## src/rtl/dpwm_pkg.sv

```systemverilog
package dpwm_pkg;
    localparam int CODE_W = 3;

    typedef enum logic [2:0] {
        ADR_CTRL   = 3'd0,
        ADR_PERIOD = 3'd1,
        ADR_CMP_A  = 3'd2,
        ADR_CMP_B  = 3'd3,
        ADR_COUNT  = 3'd4
    } reg_addr_e;

    typedef struct packed {
        logic              run;
        logic [CODE_W-1:0] fine;
        logic [CODE_W-1:0] coarse;
    } ctrl_t;

    localparam int CTRL_W = $bits(ctrl_t);
endpackage

```

## src/rtl/dpwm_prescale.sv

```systemverilog
module dpwm_prescale
    import dpwm_pkg::*;
(
    input  logic              clk,
    input  logic              rst_n,
    input  logic              run,
    input  logic              restart,
    input  logic [CODE_W-1:0] coarse,
    input  logic [CODE_W-1:0] fine,
    output logic              tick
);
    localparam int FINE_MAX = (1 << CODE_W) - 1;
    localparam int DIV_W    = FINE_MAX + CODE_W + 2;

    logic [DIV_W-1:0] coarse_div, fine_div, div_m1;
    logic [DIV_W-1:0] psc_d, psc_q;

    always_comb begin
        coarse_div = DIV_W'(1) << coarse;
        fine_div   = (fine == '0) ? DIV_W'(1) : DIV_W'({fine, 1'b0});
        div_m1     = (coarse_div * fine_div) - DIV_W'(1);
        tick       = run && (psc_q == div_m1);
        if (restart || !run || tick) begin
            psc_d = '0;
        end else begin
            psc_d = psc_q + DIV_W'(1);
        end
    end

    always_ff @(posedge clk or negedge rst_n) begin
        if (!rst_n) psc_q <= '0;
        else        psc_q <= psc_d;
    end
endmodule

```

## src/rtl/dpwm_timebase.sv

```systemverilog
module dpwm_timebase #(
    parameter int CNT_W = 16
) (
    input  logic             clk,
    input  logic             rst_n,
    input  logic             clear,
    input  logic             load,
    input  logic [CNT_W-1:0] load_val,
    input  logic             step,
    input  logic [CNT_W-1:0] period,
    output logic [CNT_W-1:0] count
);
    logic [CNT_W-1:0] cnt_d, cnt_q;

    always_comb begin
        cnt_d = cnt_q;
        if (clear) begin
            cnt_d = '0;
        end else if (load) begin
            cnt_d = load_val;
        end else if (step) begin
            cnt_d = (cnt_q >= period) ? '0 : cnt_q + CNT_W'(1);
        end
    end

    always_ff @(posedge clk or negedge rst_n) begin
        if (!rst_n) cnt_q <= '0;
        else        cnt_q <= cnt_d;
    end

    assign count = cnt_q;
endmodule

```

## src/rtl/dpwm_action.sv

```systemverilog
module dpwm_action #(
    parameter int CNT_W = 16
) (
    input  logic             clk,
    input  logic             rst_n,
    input  logic             evt,
    input  logic             force_low,
    input  logic [CNT_W-1:0] count,
    input  logic [CNT_W-1:0] cmp,
    output logic             out
);
    logic out_d, out_q;

    always_comb begin
        out_d = out_q;
        if (force_low) begin
            out_d = 1'b0;
        end else if (evt) begin
            if (count == cmp)       out_d = ~out_q;
            else if (count == '0)   out_d = 1'b1;
        end
    end

    always_ff @(posedge clk or negedge rst_n) begin
        if (!rst_n) out_q <= 1'b0;
        else        out_q <= out_d;
    end

    assign out = out_q;
endmodule

```

## src/rtl/dpwm_top.sv

```systemverilog
module dpwm_top
    import dpwm_pkg::*;
#(
    parameter int CNT_W = 16
) (
    input  logic             clk,
    input  logic             rst_n,
    input  logic             wr_en,
    input  logic [2:0]       wr_addr,
    input  logic [15:0]      wr_data,
    output logic             pwm_a,
    output logic             pwm_b,
    output logic [CNT_W-1:0] time_cnt
);
    localparam int NCH = 2;

    typedef struct packed {
        ctrl_t                     ctrl;
        logic [CNT_W-1:0]          prd;
        logic [NCH-1:0][CNT_W-1:0] cmp;
    } cfg_t;

    cfg_t cfg_d, cfg_q;
    logic ctrl_wr, cnt_wr, tick, step, force_low, run_q;
    logic [NCH-1:0] pwm;

    always_comb begin
        cfg_d     = cfg_q;
        ctrl_wr   = wr_en && (wr_addr == ADR_CTRL);
        cnt_wr    = wr_en && (wr_addr == ADR_COUNT);
        force_low = ctrl_wr && !wr_data[CTRL_W-1];
        if (wr_en) begin
            case (wr_addr)
                ADR_CTRL:   cfg_d.ctrl   = ctrl_t'(wr_data[CTRL_W-1:0]);
                ADR_PERIOD: cfg_d.prd    = CNT_W'(wr_data);
                ADR_CMP_A:  cfg_d.cmp[0] = CNT_W'(wr_data);
                ADR_CMP_B:  cfg_d.cmp[1] = CNT_W'(wr_data);
                default:    cfg_d        = cfg_q;
            endcase
        end
    end

    always_ff @(posedge clk or negedge rst_n) begin
        if (!rst_n) cfg_q <= '0;
        else        cfg_q <= cfg_d;
    end

    assign run_q = cfg_q.ctrl.run;
    assign step  = tick && !ctrl_wr && !cnt_wr;

    dpwm_prescale u_psc (
        .clk     (clk),
        .rst_n   (rst_n),
        .run     (run_q),
        .restart (ctrl_wr),
        .coarse  (cfg_q.ctrl.coarse),
        .fine    (cfg_q.ctrl.fine),
        .tick    (tick)
    );

    dpwm_timebase #(.CNT_W(CNT_W)) u_tb (
        .clk      (clk),
        .rst_n    (rst_n),
        .clear    (ctrl_wr),
        .load     (cnt_wr),
        .load_val (CNT_W'(wr_data)),
        .step     (step),
        .period   (cfg_q.prd),
        .count    (time_cnt)
    );

    for (genvar ch = 0; ch < NCH; ch++) begin : g_ch
        dpwm_action #(.CNT_W(CNT_W)) u_act (
            .clk       (clk),
            .rst_n     (rst_n),
            .evt       (step),
            .force_low (force_low),
            .count     (time_cnt),
            .cmp       (cfg_q.cmp[ch]),
            .out       (pwm[ch])
        );
    end

    assign pwm_a = pwm[0];
    assign pwm_b = pwm[1];
endmodule

```

## config.mk

```make
export PLATFORM = sky130hd
export DESIGN_NAME = dpwm_top
export DESIGN_NICKNAME = d
export VERILOG_FILES = /design/src/rtl/dpwm_pkg.sv /design/src/rtl/dpwm_prescale.sv /design/src/rtl/dpwm_timebase.sv /design/src/rtl/dpwm_action.sv /design/src/rtl/dpwm_top.sv
export SDC_FILE = /design/constraint.sdc
export NUM_CORES = 1
export LEC_CHECK = 0
export CAP_MARGIN = 10
export CORE_UTILIZATION = 58
export CTS_CLUSTER_SIZE = 10
export DETAILED_ROUTE_END_ITERATION = 10
export GPL_ROUTABILITY_DRIVEN = 0
export GPL_TIMING_DRIVEN = 1
export PLACE_DENSITY = 0.79
export SETUP_SLACK_MARGIN = 0.1
export SLEW_MARGIN = 20
export SYNTH_ARGS = -nofsm -noshare
export SYNTH_HDL_FRONTEND = slang
export SYNTH_SLANG_ARGS = --single-unit
```

## constraint.sdc

```tcl
create_clock -name clk -period 10.05 [get_ports clk]
set_clock_uncertainty 0.15 [all_clocks]
set_input_delay 1.005 -clock clk [delete_from_list [all_inputs] [get_ports clk]]
set_output_delay 1.005 -clock clk [all_outputs]
set_load 0.02 [all_outputs]
```

==> results.py <==
metrics = {
    "timing": {
        "fin_setup_tns_ns": 0,
        "finalCritPeriodShare_pct": 54.4,
        "hold_slack_ns": 0.385,
        "fmax_ghz": 0.183,
        "worst_pin_slew_ns": 1.04,
        "setup_viol": 0,
        "drv_slew": 0,
        "final_hold_viol_count": 0,
        "max_slew_margin_pct": 30.4,
        "rsz0062_at_grt": "no",
        "post-route-min-period_ns": 5.47,
    },
    "worst_setup_path": {
        "crit_start": "cfg_q[50]$_DFFE_PN0P_",
        "reg2reg_slack_ns": 4.58,
        "rr_worst_depth": 15,
        "crit_fanout": 20,
        "endpoint": "u_tb.count[2]$_DFFE_PN0P_",
        "path_class": "reg -> reg",
        "arrival_ns": 5.58,
        "timing.rr.end": "u_tb.count[2]$_DFFE_PN0P_",
        "cp-end-kind": "flop",
        "rr_startpoint": "cfg_q[50]$_DFFE_PN0P_",
        "start_kind": "flop",
        "cp.required_ns": 10.16,
    },
    "global_routing": {
        "overflow": 0,
        "top_usage_layer": "met2",
        "grt_usage_pct": 28.5,
        "grt.met2_usage_pct": 45.4,
        "grt_use_met1_pct": 40.2,
        "grt_pass1_vias": 4696,
        "antenna_found_initial": 0,
        "grt_pass1_wl_um": 22800,
        "grt_max_degree": 51,
        "grt_util_met3_pct": 3.80,
    },
    "clocking": {
        "numCtsBuffers": 9,
        "cts_buffer_depth": 2,
        "cts_sinks": 85,
        "clock_latency_ns": 0.36,
        "cts_tree": "built",
        "clk_pin_slew_ns": 0.10,
        "htree_levels": 3,
        "cts-root-buf": "clkbuf_8",
        "cts_resized": 0,
        "hold_buffers": 0,
        "post_cts_buffers": 0,
    },
    "synthesis": {
        "synth_seq_cells": 85,
        "synth_nets": 709,
        "yosys_warnings": 0,
        "synthSimpleGateAreaFrac_pct": 17.9,
        "synth_fa_ha_area_share_pct": 13.5,
        "netlist_area_mm2": 0.00593,
        "synth-compound-area-share_pct": 11.5,
        "ys.flop_type": "dfrtp_1",
        "async_reset_ff_share_pct": 100,
        "yosysSeqAreaShare_pct": 35.8,
        "synth_edf_count": 0,
        "yosys.area_share.xor_xnor_pct": 8.58,
        "yosys-top-cells-count": "dfrtp_1, nand2_1, nor2_1",
        "synth.most_common_cell": "dfrtp_1",
        "synth_top_area_share_pct": 35.8,
        "synth_top_family_by_area": "simple AND/OR/NAND/NOR gates",
        "yosys-top-cells-area": "dfrtp_1, ha_1, mux2_2",
        "synth.distinct_cells": 54,
        "syn-instance-count": 631,
        "synthMuxAreaShare_pct": 7.57,
        "yosysTopAreaCell": "dfrtp_1",
        "synth_area_per_cell_um2": 9.40,
    },
    "routing": {
        "wl_um": 14100,
        "ant_nets": 0,
        "wire_per_inst_um": 17.9,
        "drc": 0,
        "drt-vias-per-instance": 6.04,
        "num_vias": 4762,
        "drt-initial-drc-count": 363,
        "firstDrtPassIters": 5,
    },
    "job": {
        "cap_violations": 0,
    },
    "power_and_ir_drop": {
        "intPower_w": 0.000950,
        "worst_ir_drop_vdd_mv": 0.161,
        "p_seq_share_pct": 33.0,
        "power_density_mw_per_mm2": 255,
        "p_sw_w": 0.000741,
        "switching_share_pct": 43.8,
        "cellLeakagePower_nw": 2.87,
        "clkPwrFrac_pct": 16.3,
        "p_comb_share_pct": 50.8,
    },
    "layout": {
        "drive_gt1_share_pct": 11.3,
        "final_cells": 788,
        "num_antenna_cells": 0,
        "final_nets": 729,
        "area_growth_pct": 11.7,
        "fillers": 748,
    },
    "floorplan": {
        "dieArea_mm2": 0.0106,
        "initial_utilization_pct": 60.2,
        "core_area_mm2": 0.00986,
        "die_y_um": 103,
        "ios": 40,
        "die_w_um": 103,
        "row_count": 36,
    },
    "status": {
        "outcome": "finished clean",
    },
    "placed_design": {
        "io_buffer_count": 39,
        "hpwl_um": 10400,
        "dp.cells": 773,
    },
    "worst_hold_path": {
        "hold_class": "reg -> reg",
    },
}
cell type report:
class                      count  area [um2]  area share, %
sequential                    85        2130           32.1
clock inverter                 6        95.1           1.43
multi-input combinational    466        3530           53.2
inverter                      46         173           2.60
timing repair buffer          43         418           6.30
clock buffer                   9         124           1.87
tap                          133         166           2.51
worst min path at each step:
stage,from,to,slack [ns],cells past startpoint
final,cfg_q[31]$_DFFE_PN0P_,cfg_q[31]$_DFFE_PN0P_,0.39,1
after floorplan,cfg_q[32]$_DFFE_PN0P_,cfg_q[32]$_DFFE_PN0P_,0.33,1
after global placement,cfg_q[32]$_DFFE_PN0P_,cfg_q[32]$_DFFE_PN0P_,0.35,1
after detailed placement,cfg_q[31]$_DFFE_PN0P_,cfg_q[31]$_DFFE_PN0P_,0.37,1
after global routing,cfg_q[17]$_DFFE_PN0P_,cfg_q[17]$_DFFE_PN0P_,0.40,1
after CTS,cfg_q[31]$_DFFE_PN0P_,cfg_q[31]$_DFFE_PN0P_,0.39,1
power by group through the flow:
stage	Combinational, W	Clock, W	Sequential (W)
after detailed placement	0.000842	0	0.000561
final	0.000859	0.000275	0.000557
after global routing	0.000948	0.000292	0.000572
after CTS	0.000852	0.000278	0.000555
after floorplan	0.000639	0	0.000512
after global placement	0.000808	0	0.000556
layout by cell type (no fill, tap or decap), types with 10 or more instances in the layout:
cell type / count
xnor2_1: 12
a21oi_1: 12
xor2_1: 41
mux2_2: 39
nand3_1: 29
fa_1: 13
clkdlybuf4s50_1: 38
ha_1: 43
dfrtp_1: 85
inv_1: 46
nor2_1: 47
nand2_1: 64
o21ai_0: 35
nor4_1: 13
nor3_1: 10
kinds of logic (layout without fill, tap and decap cells):
kind of cell               Yosys count  after routing
adders and majority gates           56             56
AOI/OAI and AO/OA                  100            100
xor gates and xnor gates            55             55
DFF                                 85             85
and+or+nand+nor                    215            215
buffers and inverters               80            104
muxes                               40             40
per-stage QoR:
step / power [W] / util (%) / cell area (um2) / setup WS, ns
5_1_grt: 0.00181 / 67.2 / 6630 / 4.27
3_5_place_dp: 0.00140 / 65.0 / 6410 / 4.71
3_3_place_gp: 0.00136 / 65.0 / 6410 / 4.91
6_report: 0.00169 / 67.2 / 6630 / 4.58
2_1_floorplan: 0.00115 / - / 5930 / 5.15
4_1_cts: 0.00168 / 67.2 / 6630 / 4.66
metal layers:
metal | vias up | wire length, um | share of wire (%)
met2 | 187 | 6650 | 47
li1 | 2227 | - | -
met4 | 0 | 232 | 1.6
met1 | 2328 | 6270 | 45
met3 | 20 | 928 | 6.6
met5 | - | 0 | 0
worst max-delay path: stages, from the launching register on:
cell and delay (ns):
dfrtp_1 0.58, nor2b_1 0.35, nand2_1 0.11, ha_1 0.33, fa_1 0.53, inv_1 0.05
fa_1 0.48, ha_1 0.38, o21ai_0 0.19, a21oi_1 0.09, o41ai_1 0.51, mux2i_1 0.15
a211oi_1 0.42, o31a_1 0.66, o21ai_0 0.25, o311ai_2 0.11
sequential cells by signal, summed over array words and instances, names as in the netlist:
register        count
cfg_q              54
u_psc.psc_q        12
g_ch.u_act.out      2
run_q               1
u_tb.count         16
No activity file was read; power rests on OpenSTA's default activity.
